===== src/rtl/mcsr_bank.sv =====
module mcsr_bank #(
  parameter int XLEN = 32,
  parameter int AW = 12,
  parameter int ZW = 5,
  parameter logic [AW-1:0] A_STATUS  = 12'h300,
  parameter logic [AW-1:0] A_IE      = 12'h304,
  parameter logic [AW-1:0] A_TVEC    = 12'h305,
  parameter logic [AW-1:0] A_SCRATCH = 12'h340,
  parameter logic [AW-1:0] A_EPC     = 12'h341,
  parameter logic [AW-1:0] A_CAUSE   = 12'h342
) (
  input  logic            clk,
  input  logic            rst_n,
  input  logic [2:0]      op_i,
  input  logic [AW-1:0]   addr_i,
  input  logic [XLEN-1:0] src_i,
  input  logic [ZW-1:0]   zimm_i,
  input  logic            rd_zero_i,
  input  logic            rs1_zero_i,
  output logic [XLEN-1:0] rdata_o,
  input  logic            irq_we_i,
  input  logic [XLEN-1:0] irq_status_i,
  input  logic [XLEN-1:0] irq_epc_i,
  input  logic [XLEN-1:0] irq_cause_i,
  output logic [XLEN-1:0] mstatus_o,
  output logic [XLEN-1:0] mtvec_o,
  output logic [XLEN-1:0] mepc_o
);
  localparam int NREG = 6;
  localparam logic [2:0] S_STATUS = 3'd0, S_IE = 3'd1, S_TVEC = 3'd2,
                         S_SCRATCH = 3'd3, S_EPC = 3'd4, S_CAUSE = 3'd5,
                         S_NONE = 3'd7;

  logic [XLEN-1:0] regs [NREG];
  logic [2:0]      sel;
  logic [XLEN-1:0] old, mask, wnew;
  logic [1:0]      kind;
  logic            is_imm, valid, mask_zero, wen;

  always_comb begin
    case (addr_i)
      A_STATUS:  sel = S_STATUS;
      A_IE:      sel = S_IE;
      A_TVEC:    sel = S_TVEC;
      A_SCRATCH: sel = S_SCRATCH;
      A_EPC:     sel = S_EPC;
      A_CAUSE:   sel = S_CAUSE;
      default:   sel = S_NONE;
    endcase
  end

  assign old       = (sel == S_NONE) ? '0 : regs[sel];
  assign is_imm    = op_i[2];
  assign kind      = op_i[1:0];
  assign valid     = (kind != 2'b00);
  assign mask      = is_imm ? {{(XLEN-ZW){1'b0}}, zimm_i} : src_i;
  assign mask_zero = is_imm ? (zimm_i == '0) : rs1_zero_i;

  always_comb begin
    case (kind)
      2'b01:   wnew = mask;
      2'b10:   wnew = old | mask;
      2'b11:   wnew = old & ~mask;
      default: wnew = old;
    endcase
  end

  assign wen     = valid && (sel != S_NONE) && !irq_we_i && (kind == 2'b01 || !mask_zero);
  assign rdata_o = (valid && !(kind == 2'b01 && rd_zero_i)) ? old : '0;

  always_ff @(posedge clk or negedge rst_n) begin
    if (!rst_n) begin
      for (int i = 0; i < NREG; i++) regs[i] <= '0;
    end else if (irq_we_i) begin
      regs[S_STATUS] <= irq_status_i;
      regs[S_EPC]    <= irq_epc_i;
      regs[S_CAUSE]  <= irq_cause_i;
    end else if (wen) begin
      regs[sel] <= wnew;
    end
  end

  assign mstatus_o = regs[S_STATUS];
  assign mtvec_o   = regs[S_TVEC];
  assign mepc_o    = regs[S_EPC];

  assert_irq_epc_R6: assert property (@(posedge clk) disable iff (!rst_n)
    irq_we_i |=> mepc_o == $past(irq_epc_i));
  assert_irq_blocks_R7: assert property (@(posedge clk) disable iff (!rst_n)
    (irq_we_i && addr_i == A_TVEC) |=> $stable(mtvec_o));
  assert_clear_R3: assert property (@(posedge clk) disable iff (!rst_n)
    (!irq_we_i && op_i == 3'b011 && addr_i == A_STATUS && !rs1_zero_i)
      |=> mstatus_o == ($past(mstatus_o) & ~$past(src_i)));
  assert_set_x0_R3: assert property (@(posedge clk) disable iff (!rst_n)
    (!irq_we_i && op_i == 3'b010 && rs1_zero_i && addr_i == A_STATUS) |=> $stable(mstatus_o));
  assert_unmapped_R5: assert property (@(posedge clk) disable iff (!rst_n)
    (!irq_we_i && sel == S_NONE) |=> ($stable(mstatus_o) && $stable(mtvec_o) && $stable(mepc_o)));
  assert_imm_zero_R4: assert property (@(posedge clk) disable iff (!rst_n)
    (!irq_we_i && op_i == 3'b110 && zimm_i == '0 && addr_i == A_EPC) |=> $stable(mepc_o));

  always @(posedge clk)
    if (rst_n && op_i == 3'b010 && addr_i == A_TVEC)
      assert_read_view_R9: assert (rdata_o == mtvec_o);
endmodule


===== config.mk =====
export PLATFORM = sky130hd
export DESIGN_NAME = mcsr_bank
export DESIGN_NICKNAME = d
export VERILOG_FILES = /design/src/rtl/mcsr_bank.sv
export SDC_FILE = /design/constraint.sdc
export NUM_CORES = 1
export LEC_CHECK = 0
export ABC_AREA = 0
export CORE_MARGIN = 2
export CORE_UTILIZATION = 54
export CTS_BUF_LIST = sky130_fd_sc_hd__clkbuf_8
export DETAILED_ROUTE_END_ITERATION = 8
export DONT_BUFFER_PORTS = 1
export MAX_ROUTING_LAYER = met4
export PLACE_DENSITY = 0.65
export SYNTH_ARGS = -nofsm -noshare
export SYNTH_HDL_FRONTEND = slang
export SYNTH_SLANG_ARGS = --single-unit

===== constraint.sdc =====
create_clock -name clk -period 4.3 [get_ports clk]
set_input_delay 0.43 -clock clk [delete_from_list [all_inputs] [get_ports clk]]
set_output_delay 0.43 -clock clk [all_outputs]
set_load 0.01 [all_outputs]

* Word level (Yosys, flattened, before mapping)
Cells that the tools add are included.
Word-level totals: bits in registers 192, input bits 153, output and inout port bits 128, logic and storage cells 53
Cells by class: order comparisons 2, equal/unequal tests 11, multiplexer cells 15, bitwise operators 5, reduce and logical (&&, ||, !) cells 14
Operator list (count):
- $mux W32 | 7
- $bwmux W192 | 1
- $mux W192 | 1
- $bmux W32 S3 | 1
- $demux W32 S3 | 1
- $pmux W32 S3 | 1
- $eq A12 B10 Y1 const B | 6
- $mux W64 | 1
- $and A32 B32 Y32 | 1
- $not A32 Y32 | 1
- $or A32 B32 Y32 | 1
- $pmux W3 S6 | 1
- $logic_and A1 B1 Y1 | 6
- $logic_not A5 Y1 | 1
- $eq A2 B2 Y1 const B | 2
- $ge A4 B4 Y1 const B | 1
- $lt A4 B1 Y1 const B | 1
- $not A3 Y4 | 1
- $reduce_bool A2 Y1 | 2
- $eq A3 B3 Y1 const B | 1
- $logic_not A1 Y1 | 3
- $ne A3 B3 Y1 const B | 1
- $eq A2 B1 Y1 const B | 1
- $reduce_and A2 Y1 | 1
- other kinds (3) | 3

* Longest topological paths before layout
depth after elaboration 12, gate-level depth with buffers 9, gate-level depth less buffers 6

* Least setup slack after synthesis
OpenSTA, ideal clock, no wires.
path kind input to register, from input port addr_i[3], to register regs (netlist bit mstatus_o[30]), library setup time 134 ps, data arrival time 2046 ps, data required time 4166 ps, slack 2121 ps, stages on the path 9, buffers on the path 3, cell sequence nor4_4 > nand3_1 > buf_2 > a2111o_1 > and2_1 > buf_6 > buf_6 > a22oi_1 > o21ai_1
On the way: longest elaborated chain between the ends 12, elaborated cells between the ends (all ways) 29, those cells by class order compare: 2; eq/ne: 8; mux: 11; bitwise: 3; reduce/logical: 5
Ends and longest elaborated chain:
- from (decl) | line 15 | input logic [AW-1:0] addr_i,
- $eq A12 B10 Y1 | line 41 | case (addr_i)
- $pmux W3 S6 * | line 41
- $not A3 Y4 (implied by the code) | line 52, 79
- $bmux W32 S3 | line 52 | assign old = (sel == S_NONE) ? '0 : regs[sel];
- $mux W32 (implied by the code) (2 in a row) | line 52
- $mux W32 | line 52
- $and A32 B32 Y32 / $or A32 B32 Y32 (equally long branches) | line 63, 62
- $pmux W32 S3 | line 60 | case (kind)
- $bwmux W192 | line 79 | regs[sel] <= wnew;
- $mux W192 | line 78 | end else if (wen) begin
- $mux W32 | line 74 | end else if (irq_we_i) begin
- to (signal, indexed assignment) | line 75 | regs[S_STATUS] <= irq_status_i;
- to (signal, indexed assignment) | line 76 | regs[S_EPC] <= irq_epc_i;
- to (signal, indexed assignment) | line 79
- to (decl) | line 34 | logic [XLEN-1:0] regs [NREG];
Every way passes the cells marked *; elsewhere a longest branch is shown, timed or not. The select of a mux whose other input is x is not followed. A chain may end at the register's enable or synchronous reset.

* Final worst setup path
from input port addr_i[6], to output port rdata_o[19]
On the way: longest elaborated chain between the ends 8, elaborated cells between the ends (all ways) 14, those cells by class eq/ne: 7; mux: 6; bitwise: 1
Ends and longest elaborated chain:
- $eq A12 B10 Y1 | line 41
- $pmux W3 S6 * | line 41
- $not A3 Y4 (implied by the code) | line 52
- $bmux W32 S3 | line 52
- $mux W32 (implied by the code) (2 in a row) | line 52
- $mux W32 * | line 52
- $mux W32 * | line 69 | assign rdata_o = (valid && !(kind == 2'b01 && rd_zero_i)) ? old : '0;
- to (decl) | line 20 | output logic [XLEN-1:0] rdata_o,
Marks and branches as above.

==> out/qor.yml <==
outcome:
  status: "complete, but fails checks"
  violations: "negative hold slack"
floorplan:
  initial_core_util_pct: 55.4
  die-width_um: 154
  design.portCount: 281
  rows: 54
  core_sq_um: 22000
  chipHeight_um: 154
  dieArea_sq_um: 23700
pwr:
  power_frac_comb_pct: 10.8
  fin_total_pwr_mw: 3.63
  power_leakage_nw: 4.64
  swShare_pct: 28.2
  peakVddDrop_uv: 281
  sequentialPowerShare_pct: 55.2
  internal-power_mw: 2.61
  p_per_area_nw_per_um2: 310
  clockPowerShare_pct: 34.0
  switchingPower_mw: 1.02
routing:
  viasPerCell: 6.67
  drt_iter0_drc: 971
  drt.antenna.violating_nets: 0
  drcViolationCount: 0
  wl_per_cell_um: 24.6
  firstDrtPassIters: 5
  vias: 10546
  drt_wl_total_um: 38900
clocking:
  post_cts_buffers: 0
  h-tree-depth: 4
  clockRootBuffer: "clkbuf_8"
  cts_tree: "yes"
  cts.sinks: 192
  clockBufferDepth: 2
  post_cts_resized: 0
  worstSkewPairLatency_ps: 470
  clkTransAtPathRegs_ps: 90
  cts_buffers: 17
placement:
  placed_area_sq_um: 11300
  dp_hpwl_um: 23900
  globalplace.congestion: 0.817
  place_inst: 1549
  portBuffers: 0
sta:
  hold_slack_ps: -348
  finalSetupTns_ps: 0
  finalSetupViolCount: 0
  tightestPinTransition_ps: 1280
  finalCritPeriodShare_pct: 69.8
  clock_skew_ps: 20.2
  hold_viol_final: 192
  finalCriticalPeriod_ps: 3000
  report.final.slew_viol_count: 0
  fmax_ghz: 0.333
  rsz0062_at_grt: "no"
  max_slew_margin_pct: 14.6
setup_path:
  cpMaxStageDelayCell: "nor2b_4"
  crit_arrival_ps: 2570
  endpoint_kind: "output port"
  regToRegSetupSlack_ps: 2380
  worstSetupPathType: "in2out"
  crit_fanout: 104
  max_stage_delay_ps: 640
  cp_cell_sequence: "nor2b_4 > and4_1 > buf_4 > o2111ai_1 > a31oi_1"
  crit_path_start_kind: "primary input"
  critPathRequiredTime_ps: 3870
synth:
  synth.cell_area_sq_um: 12200
  async_reset_ff_share_pct: 100
  syn_inst: 1491
  synth_nets: 1644
  ys.flop_type: "dfrtp_1"
  synth-edff-count: 0
  syn_area_per_cell_sq_um: 8.15
  synth_seq_cells: 192
  synth.distinct_cells: 56
  synth_warnings: 0
  synth-seq-area-share_pct: 39.5
global_route:
  grt_max_degree: 193
  grt_pass1_vias: 10097
  grt_usage_pct: 33.7
  grt_pass1_wl_um: 60400
  grt_remaining_overflow: 0
  antenna_found_initial: 0
final_layout:
  antenna_cells: 0
  final_cells: 1581
  fillers: 2142
  area_delta_synth_final_pct: -3.53
  drive_gt1_share_pct: 5.69
  layout.nets: 1441
  postLayoutCellArea_sq_um: 11700
hold_path:
  hp-class: "in2async"
job:
  maxCapViolCount: 0
worst max-delay path: cells and delay by family:
kind                   cells  cell delay, ps
AO/OA/AOI/OAI              2             760
buffers and inverters      1             410
AND/OR/NAND/NOR            2             930
final timing paths:
| path | start | end | cells after the start |
|---|---|---|---|
| hold / removal | rst_n | mtvec_o[26] | 0 |
| setup reg to reg | mepc_o[16] | regs[16] | 6 |
| hold reg to reg | regs[153] | regs[153] | 2 |
| setup / recovery | addr_i[6] | rdata_o[19] | 5 |
| max in group asynchronous | rst_n | regs[66] | 0 |
| min in group clk | irq_cause_i[9] | regs[9] | 2 |
power by group through the flow:
stage	logic (mW)	registers (mW)	clock network [mW]
3_3_place_gp	0.378	2.03	0
2_1_floorplan	0.477	1.97	0
5_1_grt	0.443	2.01	1.32
3_5_place_dp	0.390	2.04	0
6_report	0.392	2.00	1.24
4_1_cts	0.391	2.00	1.24
Yosys cell counts (3+ instances only):
cell type    n  share of area, %
mux2i_1     19               1.6
buf_1        5              0.15
o21ai_0    174               7.2
xor2_1       6              0.43
buf_6        7              0.65
a22oi_1     69               4.3
o21ai_2      4              0.29
nor3_1       3              0.12
dfrtp_1    192                40
o211ai_1    50               3.1
a2111o_1     3              0.28
nand2b_1    55               2.8
nand2_1    224               6.9
buf_4       98               6.1
o22ai_1      6              0.31
or2_2        6              0.31
nor2_1      98               3.0
inv_1        5              0.15
o221ai_1    29               2.1
and2_1       4              0.21
a21oi_1     38               1.6
buf_2       34               1.4
o2111ai_1   25               1.8
nand3_1     50               2.1
clkbuf_1    89               2.7
a21o_1      49               3.0
o21ai_1     78               3.2
a2bb2oi_1    5              0.36
a22o_1       6              0.43
a211oi_1     5              0.31
a31oi_1     24               1.2
area by class of cell:
| type | count | area (sq um) | share of cell area (%) |
|---|---|---|---|
| Inverter | 5 | 18.8 | 0.160 |
| Multi-Input combinational cell | 1061 | 6080 | 51.8 |
| Clock buffer | 20 | 275 | 2.35 |
| Tap cell | 280 | 350 | 2.99 |
| Timing Repair Buffer | 11 | 82.6 | 0.704 |
| Clock inverter | 12 | 119 | 1.01 |
| Sequential cell | 192 | 4800 | 41.0 |
placed cells by master (no fill, tap or decap), drive strengths merged, types with 10 or more instances in the layout:
cell / n
mux2i: 19
clkbuf: 20
a21o: 49
dfrtp: 192
nand3: 50
nand2: 224
o2111ai: 25
o211ai: 51
o21ai: 256
nor2: 99
inv: 10
a31oi: 24
a22oi: 69
o221ai: 29
buf: 11
a21oi: 38
nand2b: 55
flip-flops by register name (all words and copies together), names as in the netlist:
signal and count:
mtvec_o 32, mstatus_o 32, regs 96, mepc_o 32
stage by stage:
stage	setup slack [ps]	util, %
2_1_floorplan	2120	-
3_3_place_gp	1180	51.6
3_5_place_dp	1130	51.6
4_1_cts	1390	53.4
5_1_grt	1230	53.4
6_report	1300	53.4
per-layer routing:
layer,track usage (%),up-vias,wire length [um]
met5,-,-,0
met4,8.59,0,681
met3,7.67,51,3160
met2,51.4,467,17900
met1,45.7,5163,17100
li1,-,4865,-
cell families after synthesis:
logic type,Yosys count,share of synthesized area (%)
DFF,192,39.5
AOI/OAI and AO/OA,573,30.1
buffers and inverters,238,11.2
xor gates and xnor gates,8,0.576
muxes,19,1.56
and+or+nand+nor,461,17.1
(Power assumes the default switching activity.)
